File: src/rtl/cal_pkg.sv
package cal_pkg;

  localparam int DATA_W   = 32;
  localparam int SEC_LAST = 59;
  localparam int MIN_LAST = 59;
  localparam int HR_LAST  = 23;
  localparam int MON_LAST = 12;

  typedef struct packed {
    logic [4:0] hr;
    logic [5:0] mn;
    logic [5:0] sc;
  } tod_t;

  typedef struct packed {
    logic       leap;
    logic [5:0] yr;
    logic [3:0] mon;
    logic [4:0] day;
  } ymd_t;

  function automatic logic [DATA_W-1:0] tod_to_word(tod_t t);
    return {11'd0, t.hr, 2'd0, t.mn, 2'd0, t.sc};
  endfunction

  function automatic tod_t word_to_tod(logic [DATA_W-1:0] w);
    tod_t t;
    t.hr = w[20:16];
    t.mn = w[13:8];
    t.sc = w[5:0];
    return t;
  endfunction

  function automatic logic [DATA_W-1:0] ymd_to_word(ymd_t d);
    return {9'd0, d.leap, d.yr, 4'd0, d.mon, 3'd0, d.day};
  endfunction

  function automatic ymd_t word_to_ymd(logic [DATA_W-1:0] w);
    ymd_t d;
    d.leap = w[22];
    d.yr   = w[21:16];
    d.mon  = w[11:8];
    d.day  = w[4:0];
    return d;
  endfunction

  function automatic logic [4:0] month_len(logic [3:0] mon, logic leap);
    case (mon)
      4'd2:                      return leap ? 5'd29 : 5'd28;
      4'd4, 4'd6, 4'd9, 4'd11:   return 5'd30;
      default:                   return 5'd31;
    endcase
  endfunction

endpackage

File: src/rtl/cal_tick_edge.sv
module cal_tick_edge (
  input  logic clk,
  input  logic rst_n,
  input  logic tick_in,
  output logic rise
);
  logic tick_q;

  always_ff @(posedge clk) begin
    if (!rst_n) tick_q <= 1'b0;
    else        tick_q <= tick_in;
  end

  assign rise = tick_in && !tick_q;
endmodule

File: src/rtl/cal_commit_track.sv
module cal_commit_track #(
  parameter int TICKS = 2
) (
  input  logic clk,
  input  logic rst_n,
  input  logic arm,
  input  logic rise,
  output logic busy,
  output logic commit
);
  localparam int CW = (TICKS > 1) ? $clog2(TICKS) : 1;
  localparam logic [CW-1:0] LAST = CW'(TICKS - 1);

  logic [CW-1:0] cnt;

  assign commit = busy && rise && !arm && (cnt == LAST);

  always_ff @(posedge clk) begin
    if (!rst_n) begin
      busy <= 1'b0;
      cnt  <= '0;
    end else if (arm) begin
      busy <= 1'b1;
      cnt  <= '0;
    end else if (commit) begin
      busy <= 1'b0;
      cnt  <= '0;
    end else if (busy && rise) begin
      cnt  <= cnt + CW'(1);
    end
  end


  busy_fall_on_tick_chk: assert property (@(posedge clk) disable iff (!rst_n)
    $fell(busy) |-> $past(rise));
endmodule

File: src/rtl/cal_tod_counter.sv
module cal_tod_counter
  import cal_pkg::*;
(
  input  logic clk,
  input  logic rst_n,
  input  logic step,
  input  logic load,
  input  tod_t load_val,
  output tod_t tod_q,
  output logic day_carry
);
  logic sec_wrap, min_wrap, hr_wrap;
  tod_t nxt;

  assign sec_wrap  = tod_q.sc >= 6'(SEC_LAST);
  assign min_wrap  = tod_q.mn >= 6'(MIN_LAST);
  assign hr_wrap   = tod_q.hr >= 5'(HR_LAST);
  assign day_carry = step && !load && sec_wrap && min_wrap && hr_wrap;

  always_comb begin
    nxt = tod_q;
    if (!sec_wrap) begin
      nxt.sc = tod_q.sc + 6'd1;
    end else begin
      nxt.sc = '0;
      if (!min_wrap) begin
        nxt.mn = tod_q.mn + 6'd1;
      end else begin
        nxt.mn = '0;
        nxt.hr = hr_wrap ? 5'd0 : tod_q.hr + 5'd1;
      end
    end
  end

  always_ff @(posedge clk) begin
    if (!rst_n)    tod_q <= '0;
    else if (load) tod_q <= load_val;
    else if (step) tod_q <= nxt;
  end


  tod_hold_chk: assert property (@(posedge clk) disable iff (!rst_n)
    (!$past(step) && !$past(load)) |-> $stable(tod_q));
endmodule

File: src/rtl/cal_ymd_counter.sv
module cal_ymd_counter
  import cal_pkg::*;
(
  input  logic clk,
  input  logic rst_n,
  input  logic step,
  input  logic load,
  input  ymd_t load_val,
  output ymd_t ymd_q
);
  localparam ymd_t RESET_VAL = '{leap: 1'b0, yr: 6'd0, mon: 4'd1, day: 5'd1};

  logic [4:0] mlen;
  logic [5:0] yr_inc;
  ymd_t       nxt;

  assign mlen   = month_len(ymd_q.mon, ymd_q.leap);
  assign yr_inc = ymd_q.yr + 6'd1;

  always_comb begin
    nxt = ymd_q;
    if (ymd_q.day < mlen) begin
      nxt.day = ymd_q.day + 5'd1;
    end else begin
      nxt.day = 5'd1;
      if (ymd_q.mon < 4'(MON_LAST)) begin
        nxt.mon = ymd_q.mon + 4'd1;
      end else begin
        nxt.mon  = 4'd1;
        nxt.yr   = yr_inc;
        // 1970 is 2 mod 4, so a count of 2 mod 4 is a leap year
        nxt.leap = (yr_inc[1:0] == 2'd2);
      end
    end
  end

  always_ff @(posedge clk) begin
    if (!rst_n)    ymd_q <= RESET_VAL;
    else if (load) ymd_q <= load_val;
    else if (step) ymd_q <= nxt;
  end


  ymd_step_chk: assert property (@(posedge clk) disable iff (!rst_n)
    $past(step && !load) |-> (ymd_q != $past(ymd_q)));


  new_year_leap_chk: assert property (@(posedge clk) disable iff (!rst_n)
    ($past(step && !load) && ymd_q.mon == 4'd1 && ymd_q.day == 5'd1)
      |-> (ymd_q.leap == (ymd_q.yr[1:0] == 2'd2)));
endmodule

File: src/rtl/cal_clock.sv
module cal_clock
  import cal_pkg::*;
#(
  parameter int              ADDR_W       = 8,
  parameter int              COMMIT_TICKS = 2,
  parameter logic [ADDR_W-1:0] CTRL_OFF   = ADDR_W'(8'h00),
  parameter logic [ADDR_W-1:0] DATE_OFF   = ADDR_W'(8'h10),
  parameter logic [ADDR_W-1:0] TIME_OFF   = ADDR_W'(8'h14),
  parameter int              BUSY_LSB     = 7
) (
  input  logic              clk,
  input  logic              rst_n,
  input  logic              tick_1hz,
  input  logic              bus_valid,
  output logic              bus_ready,
  input  logic              bus_write,
  input  logic [ADDR_W-1:0] bus_addr,
  input  logic [31:0]       bus_wdata,
  output logic              rd_valid,
  output logic [31:0]       rd_data
);
  localparam int NREG   = 2;
  localparam int IDX_DT = 0;
  localparam int IDX_TM = 1;

  logic            rise;
  logic            sel_ctrl, sel_date, sel_time;
  logic [NREG-1:0] sel, arm, busy, commit;
  logic            accept, blocked;
  tod_t            tod_q, tod_shadow;
  ymd_t            ymd_q, ymd_shadow;
  logic            day_carry;
  logic [31:0]     ctrl_word, rd_mux;

  cal_tick_edge u_edge (
    .clk    (clk),
    .rst_n  (rst_n),
    .tick_in(tick_1hz),
    .rise   (rise)
  );

  assign sel_ctrl     = (bus_addr == CTRL_OFF);
  assign sel_date     = (bus_addr == DATE_OFF);
  assign sel_time     = (bus_addr == TIME_OFF);
  assign sel[IDX_DT]  = sel_date;
  assign sel[IDX_TM]  = sel_time;

  assign blocked   = bus_write && |(sel & busy);
  assign bus_ready = !blocked;
  assign accept    = bus_valid && bus_ready;

  genvar gi;
  generate
    for (gi = 0; gi < NREG; gi++) begin : g_track
      assign arm[gi] = accept && bus_write && sel[gi];
      cal_commit_track #(.TICKS(COMMIT_TICKS)) u_track (
        .clk   (clk),
        .rst_n (rst_n),
        .arm   (arm[gi]),
        .rise  (rise),
        .busy  (busy[gi]),
        .commit(commit[gi])
      );
    end
  endgenerate

  always_ff @(posedge clk) begin
    if (!rst_n) begin
      tod_shadow <= '0;
      ymd_shadow <= '0;
    end else begin
      if (arm[IDX_TM]) tod_shadow <= word_to_tod(bus_wdata);
      if (arm[IDX_DT]) ymd_shadow <= word_to_ymd(bus_wdata);
    end
  end

  cal_tod_counter u_tod (
    .clk      (clk),
    .rst_n    (rst_n),
    .step     (rise),
    .load     (commit[IDX_TM]),
    .load_val (tod_shadow),
    .tod_q    (tod_q),
    .day_carry(day_carry)
  );

  cal_ymd_counter u_ymd (
    .clk     (clk),
    .rst_n   (rst_n),
    .step    (day_carry),
    .load    (commit[IDX_DT]),
    .load_val(ymd_shadow),
    .ymd_q   (ymd_q)
  );

  always_comb begin
    ctrl_word = '0;
    ctrl_word[BUSY_LSB + IDX_DT] = busy[IDX_DT];
    ctrl_word[BUSY_LSB + IDX_TM] = busy[IDX_TM];
  end

  always_comb begin
    if (sel_time)      rd_mux = tod_to_word(tod_q);
    else if (sel_date) rd_mux = ymd_to_word(ymd_q);
    else if (sel_ctrl) rd_mux = ctrl_word;
    else               rd_mux = '0;
  end

  always_ff @(posedge clk) begin
    if (!rst_n) begin
      rd_valid <= 1'b0;
      rd_data  <= '0;
    end else begin
      rd_valid <= accept && !bus_write;
      if (accept && !bus_write) rd_data <= rd_mux;
    end
  end


  read_never_stall_chk: assert property (@(posedge clk) disable iff (!rst_n)
    (bus_valid && !bus_write) |-> bus_ready);


  rd_valid_src_chk: assert property (@(posedge clk) disable iff (!rst_n)
    rd_valid |-> $past(bus_valid && bus_ready && !bus_write));
endmodule

File: config.mk
export PLATFORM = sky130hd
export DESIGN_NAME = cal_clock
export DESIGN_NICKNAME = d
export VERILOG_FILES = /design/src/rtl/cal_pkg.sv /design/src/rtl/cal_tick_edge.sv /design/src/rtl/cal_commit_track.sv /design/src/rtl/cal_tod_counter.sv /design/src/rtl/cal_ymd_counter.sv /design/src/rtl/cal_clock.sv
export SDC_FILE = /design/constraint.sdc
export NUM_CORES = 1
export LEC_CHECK = 0
export BUFFER_PORTS_ARGS = -buffer_cell sky130_fd_sc_hd__buf_2
export CORE_AREA = 2 2 142 144
export CTS_CLUSTER_DIAMETER = 200
export DETAILED_ROUTE_END_ITERATION = 10
export DIE_AREA = 0 0 144 146
export GPL_TIMING_DRIVEN = 0
export HOLD_SLACK_MARGIN = 0.05
export PLACE_DENSITY = 0.44
export SLEW_MARGIN = 40
export SYNTH_ARGS = -nofsm -noshare
export SYNTH_HDL_FRONTEND = slang
export SYNTH_HIERARCHICAL = 1
export SYNTH_SLANG_ARGS = --single-unit
File: constraint.sdc
create_clock -name clk -period 3.7 [get_ports clk]
set_clock_uncertainty 0.15 [all_clocks]
set_input_delay 0.925 -clock clk [delete_from_list [all_inputs] [get_ports clk]]
set_output_delay 0.925 -clock clk [all_outputs]
set_load 0.03 [all_outputs]
==> results_dict.tcl, run 1 <==
set metrics [dict create \
    firstDrtPassIters 4 \
    ys_seq_elements 92 \
    final_nets 643 \
    synth_sequential_area_ratio 0.400 \
    die_w_um 144 \
    cap_violations 0 \
    ant_nets 0 \
    area.growth.synth_to_final_pct 20.6 \
    cts_sinks 92 \
    htree_levels 3 \
    postCtsHoldBufs 0 \
    synthTopCellsByCount "dfxtp_1, nand2_1, mux2i_1" \
    rr_startpoint "u_edge/tick_q" \
    grt_use_total 0.137 \
    drtIter0Drc 272 \
    clock-root-buffer "clkbuf_16" \
    synth_top_cell_by_area "dfxtp_1" \
    synth_most_common_cell "dfxtp_1" \
    synth_top_area_frac 0.400 \
    grt_max_degree 18 \
    fin_crit_sh 0.932 \
    async_flop_share 0 \
    timing.final.ws_setup_ns 0.251 \
    routed_via_density 4.78 \
    crit_start "bus_addr[1]" \
    p_leak_nw 2.09 \
    netlist_area_sq_mm 0.00461 \
    fin_total_pwr_mw 2.00 \
    path_class "in2reg" \
    setup_tns_ns 0 \
    synth_area_leaders "dfxtp_1, mux2i_1, nand2_1" \
    holdCritStartpoint "tod_shadow[5]" \
    avgRoutedWirePerCell_um 16.7 \
    routed-via-count 4087 \
    end_kind "flop" \
    slew_violations 0 \
    register_area_sq_mm 0.00184 \
    multiInputGateArea_sq_mm 0.00254 \
    avgSynthCellArea_sq_um 8.98 \
    ios 79 \
    gp_congestion 0.837 \
    cts_buffers 9 \
    wl_mm 14.2 \
    arrival_ns 3.52 \
    finalHoldViolCount 0 \
    post_cts_buffers 0 \
    die_h_um 146 \
    grt_pass1_vias 3885 \
    min_path_type "reg2reg" \
    clk_latency_ns 0.35 \
    start_util 0.238 \
    coreArea_sq_mm 0.0193 \
    max_slew.worst_pin.slew_ns 0.740 \
    grt_pass1_wl_mm 21.9 \
    synth_cell_types 73 \
    ir_drop_mv 0.222 \
    drc 0 \
    fmax_ghz 0.290 \
    gr-total-overflow 0 \
    cp_max_fo 15 \
    power.density_mw_per_mm2 360 \
    ys_warn_count 6 \
    clk_pin_slew_ns 0.07 \
    synth_cells 513 \
    cts_tree "built" \
    synth-edff-count 0 \
    dp_hpwl_mm 11.0 \
    dieArea_sq_mm 0.0210 \
    num_rows 51 \
    drive_above_1_share 0.195 \
    port_buffers 53 \
    antenna_found_initial 0 \
    synth-main-ff-cell "dfxtp_1" \
    fill_cells 2065 \
    setup-violations-final 0 \
    insertedDiodeCount 0 \
    required_ns 3.77 \
    clk_path_buf_depth 2 \
    cp-start-kind "primary input" \
    rsz0062_at_grt "false" \
    place_ws_ns -0.601 \
    period_minus_slack_ns 3.45 \
    outcome "finished, final reports clean" \
    slew_headroom 0.507 \
]
## state kept, by name (all words and copies together), names as in the netlist
register	flops
g_track.u_track/busy	2
g_track.u_track/cnt	2
rd_data	20
rd_valid	1
tod_shadow	17
u_edge/tick_q	1
u_tod/tod_q	17
u_ymd/ymd_q	16
ymd_shadow	16
## layer usage
layer	track usage	share of wire	vias up
met3	0.0385	0.052	18
met5	0	0	-
li1	-	-	2012
met2	0.198	0.43	110
met4	0.0475	0.022	0
met1	0.195	0.49	1947
## cells by family (layout without fill, tap and decap cells)
logic type      after synthesis  after routing  share of synthesized area
fa+ha+maj                    11             11                     0.0299
compound gates              139            139                      0.222
xor+xnor                      4              4                    0.00760
flops                        92             92                      0.400
mux                          35             35                     0.0763
buf+inv                      56            122                     0.0646
other cells                   1             12                   0.000814
simple gates                175            175                      0.199
## cell usage in the layout, fill, tap and decap left out, types with 8 or more instances in the layout
cell type	n
mux2i_1	34
o21ai_0	16
nor2_1	17
conb_1	12
a31oi_1	8
a21oi_1	26
ha_1	11
a221o_1	14
nand2_1	75
clkbuf_16	9
nand2b_1	8
inv_1	12
buf_2	59
buf_4	14
and3_1	14
clkbuf_1	13
o211ai_1	13
nor3_1	10
dfxtp_1	92
nand3_1	10
## timing repair
| item | in CTS | in global routing |
|---|---|---|
| pin swaps | 0 | 0 |
| endpoints found under the setup margin | 14 | 13 |
| gates resized for setup | 0 | 5 |
## path summary, 6_finish.rpt
check	endpoint	cells after the start	slack, ns
max	u_ymd/ymd_q[11]	11	0.25
min	tod_shadow[5]	2	0.31
max reg2reg	u_ymd/ymd_q[11]	12	0.74
min reg2reg	tod_shadow[5]	2	0.31
## metrics by stage
stage / hold WS [ns] / util / instances / cell area (sq um)
CTS: 0.310 / 0.286 / 855 / 5530
global placement: 0.298 / 0.272 / 842 / 5260
floorplan: 0.281 / - / 524 / 4660
detailed placement: 0.301 / 0.272 / 842 / 5260
global route: 0.341 / 0.287 / 855 / 5560
finish: 0.307 / 0.287 / 855 / 5560
## report_power, final
| part | internal, mW | switching (mW) |
|---|---|---|
| clock | 0.501 | 0.391 |
| combinational | 0.0373 | 0.0762 |
| sequential | 0.993 | 0.00267 |
## layout make-up
type                       instances  share of cell area
buffer                            41              0.0441
sequential                        92               0.331
clock buffer                      12              0.0480
timing repair buffer              54              0.0491
inverter                          13             0.00878
clock inverter                     2             0.00180
multi-input combinational        376               0.457
tap                              265              0.0597
## worst max-delay path, stage by stage
cell and delay (ns):
buf_2 0.11, or4b_2 0.76, nor4_4 0.21, and4b_4 0.32
nor3_1 0.21, clkbuf_4 0.23, a21o_2 0.19, o211ai_4 0.11
buf_6 0.17, o211ai_1 0.18, o31ai_1 0.09
(Power assumes the default switching activity.)
==> run 2, diff against run 1 <==
Clock period 3.7 ns to 3 ns, I/O delays scaled along.
==> results_dict.tcl, run 2 (synthesis results as in run 1) <==
set metrics [dict create \
    fin_crit_sh 1.01 \
    avgRoutedWirePerCell_um 16.8 \
    ant_nets 0 \
    multiInputGateArea_sq_mm 0.00261 \
    routed.top_layer "met4" \
    largestRegisters "rd_data x20, tod_shadow x17, u_tod/tod_q x17" \
    max_slew.worst_pin.slew_ns 0.740 \
    cp_top_family "simple AND/OR/NAND/NOR gates" \
    register_area_sq_mm 0.00184 \
    setup-violations-final 3 \
    grt_use_total 0.141 \
    violations "negative setup slack" \
    dieArea_sq_mm 0.0210 \
    postCtsHoldBufs 0 \
    finalHoldViolCount 0 \
    dp_hpwl_mm 10.9 \
    cts_sinks 92 \
    period_minus_slack_ns 3.03 \
    fill_cells 2039 \
    routed-via-count 4225 \
    ios 79 \
    worstRegToRegCells 11 \
    insertedDiodeCount 0 \
    p_leak_nw 2.21 \
    slew_violations 0 \
    outcome "complete, but fails checks" \
    gr-total-overflow 0 \
    max_stage_delay_ns 0.56 \
    fin_total_pwr_mw 2.55 \
    final_nets 659 \
    wl_mm 14.7 \
    min_path_type "reg2reg" \
    grt_max_degree 18 \
    slew_headroom 0.507 \
    num_rows 51 \
    grt_pass1_wl_mm 22.6 \
    die_h_um 146 \
    met3_wirelength_um 583 \
    p_comb_frac 0.059 \
    hold_depth 2 \
    p_sw_frac 0.237 \
    place_inst 843 \
    crit_slowest_cell "or4b_4" \
    final_common_cell "dfxtp_1" \
    cp_max_fo 5 \
    cts_tree "built" \
    drt-met1-wl_mm 7.29 \
    crit_top_cell "buf_8" \
    ir_drop_mv 0.240 \
    path_class "in2reg" \
    gp_congestion 0.807 \
    cp-start-kind "primary input" \
    worst-path-stages 12 \
    die_w_um 144 \
    power.density_mw_per_mm2 438 \
    fmax_ghz 0.330 \
    clock-root-buffer "clkbuf_16" \
    fin_util 0.302 \
    start_util 0.238 \
    cts_buffers 9 \
    wl_met2_mm 6.58 \
    p_sw_mw 0.604 \
    cp_num_buf_inv 5 \
    crit_start "bus_addr[3]" \
    p_int_mw 1.95 \
    r2r_end "u_ymd/ymd_q[13]" \
    required_ns 3.12 \
    clock_power_share 0.460 \
    port_buffers 53 \
    rr_startpoint "u_tod/tod_q[7]" \
    rsz0062_at_grt "true" \
    end_kind "flop" \
    antenna_found_initial 0 \
    cp_cell_sequence "buf_8 > or4b_4 > nor4_4 > and4b_2 > buf_8 > nor3_4 > clkbuf_8 > a21o_4 > o211ai_4 > buf_6 > buf_4 > o32ai_2" \
    routed_via_density 4.84 \
    timing.final.ws_setup_ns -0.0310 \
    clk_path_buf_depth 2 \
    drive_above_1_share 0.234 \
    worst_hold_slack_ns 0.314 \
    p_seq_frac 0.481 \
    grt_pass1_vias 3971 \
    drc 0 \
    place_ws_ns -0.583 \
    largest_register_ffs 20 \
    clk_pin_slew_ns 0.07 \
    area.growth.synth_to_final_pct 26.6 \
    final_cell_mix "dfxtp_1, nand2_1, buf_2" \
    critPathCapture "u_ymd/ymd_q[13]" \
    arrival_ns 3.15 \
    coreArea_sq_mm 0.0193 \
    firstDrtPassIters 5 \
    cap_violations 0 \
    drtIter0Drc 328 \
    clk_latency_ns 0.35 \
    stdcell_count 873 \
    reg2reg_slack_ns 0.19 \
    largest_register "rd_data" \
    htree_levels 3 \
]
-- run 2: cell types whose count changed in the layout (fill, tap and decap cells not counted), moves of 3 or more --
cell / before / now
buf_6: 4 / 9
buf_2: 59 / 53
buf_4: 14 / 27
clkinvlp_4: 0 / 3
-- run 2: layout make-up --
cell class | instances | area share
Tap cell | 265 | 0.0568
Multi-Input combinational cell | 376 | 0.447
Sequential cell | 92 | 0.316
Clock buffer | 11 | 0.0416
Inverter | 13 | 0.00837
Timing Repair Buffer | 68 | 0.0704
Clock inverter | 5 | 0.0105
Buffer | 43 | 0.0500
-- run 2: worst min path at each step --
stage	endpoint	startpoint
2_1_floorplan	tod_shadow[10]	tod_shadow[10]
3_3_place_gp	tod_shadow[5]	tod_shadow[5]
3_5_place_dp	tod_shadow[9]	tod_shadow[9]
4_1_cts	tod_shadow[11]	tod_shadow[11]
5_1_grt	tod_shadow[11]	tod_shadow[11]
6_report	ymd_shadow[1]	ymd_shadow[1]
-- run 2: tightest hold or removal path, delay by kind of cell, from the launching register on --
| kind | cells | cell delay, ns |
|---|---|---|
| flip-flops | 1 | 0.31 |
| AND/OR/NAND/NOR | 1 | 0.05 |
| multiplexers | 1 | 0.05 |
-- run 2: timing repair --
action	CTS	global route
gates resized for setup	7	24
setup endpoints to repair	14	30
gates cloned	1	0
pin swaps	6	10
buffers inserted	7	6
-- run 2: routing by layer --
layer,global-route usage,vias up
met4,0.0387,0
met1,0.199,2059
met5,0,-
met2,0.214,100
met3,0.0346,14
li1,-,2052
-- run 2: power groups by stage --
stage	logic (mW)	registers, mW	clock network [mW]
6_report	0.151	1.23	1.17
5_1_grt	0.163	1.23	1.26
4_1_cts	0.143	1.23	1.22
3_5_place_dp	0.141	1.26	0
3_3_place_gp	0.140	1.26	0
2_1_floorplan	0.0854	1.26	0
-- run 2: per-stage QoR --
stage          area (sq um)  TNS, ns
5_1_grt                5830   -0.667
6_report               5830  -0.0608
3_5_place_dp           5320    -9.65
3_3_place_gp           5310    -9.75
4_1_cts                5720   -0.759
2_1_floorplan          4710    -1.42
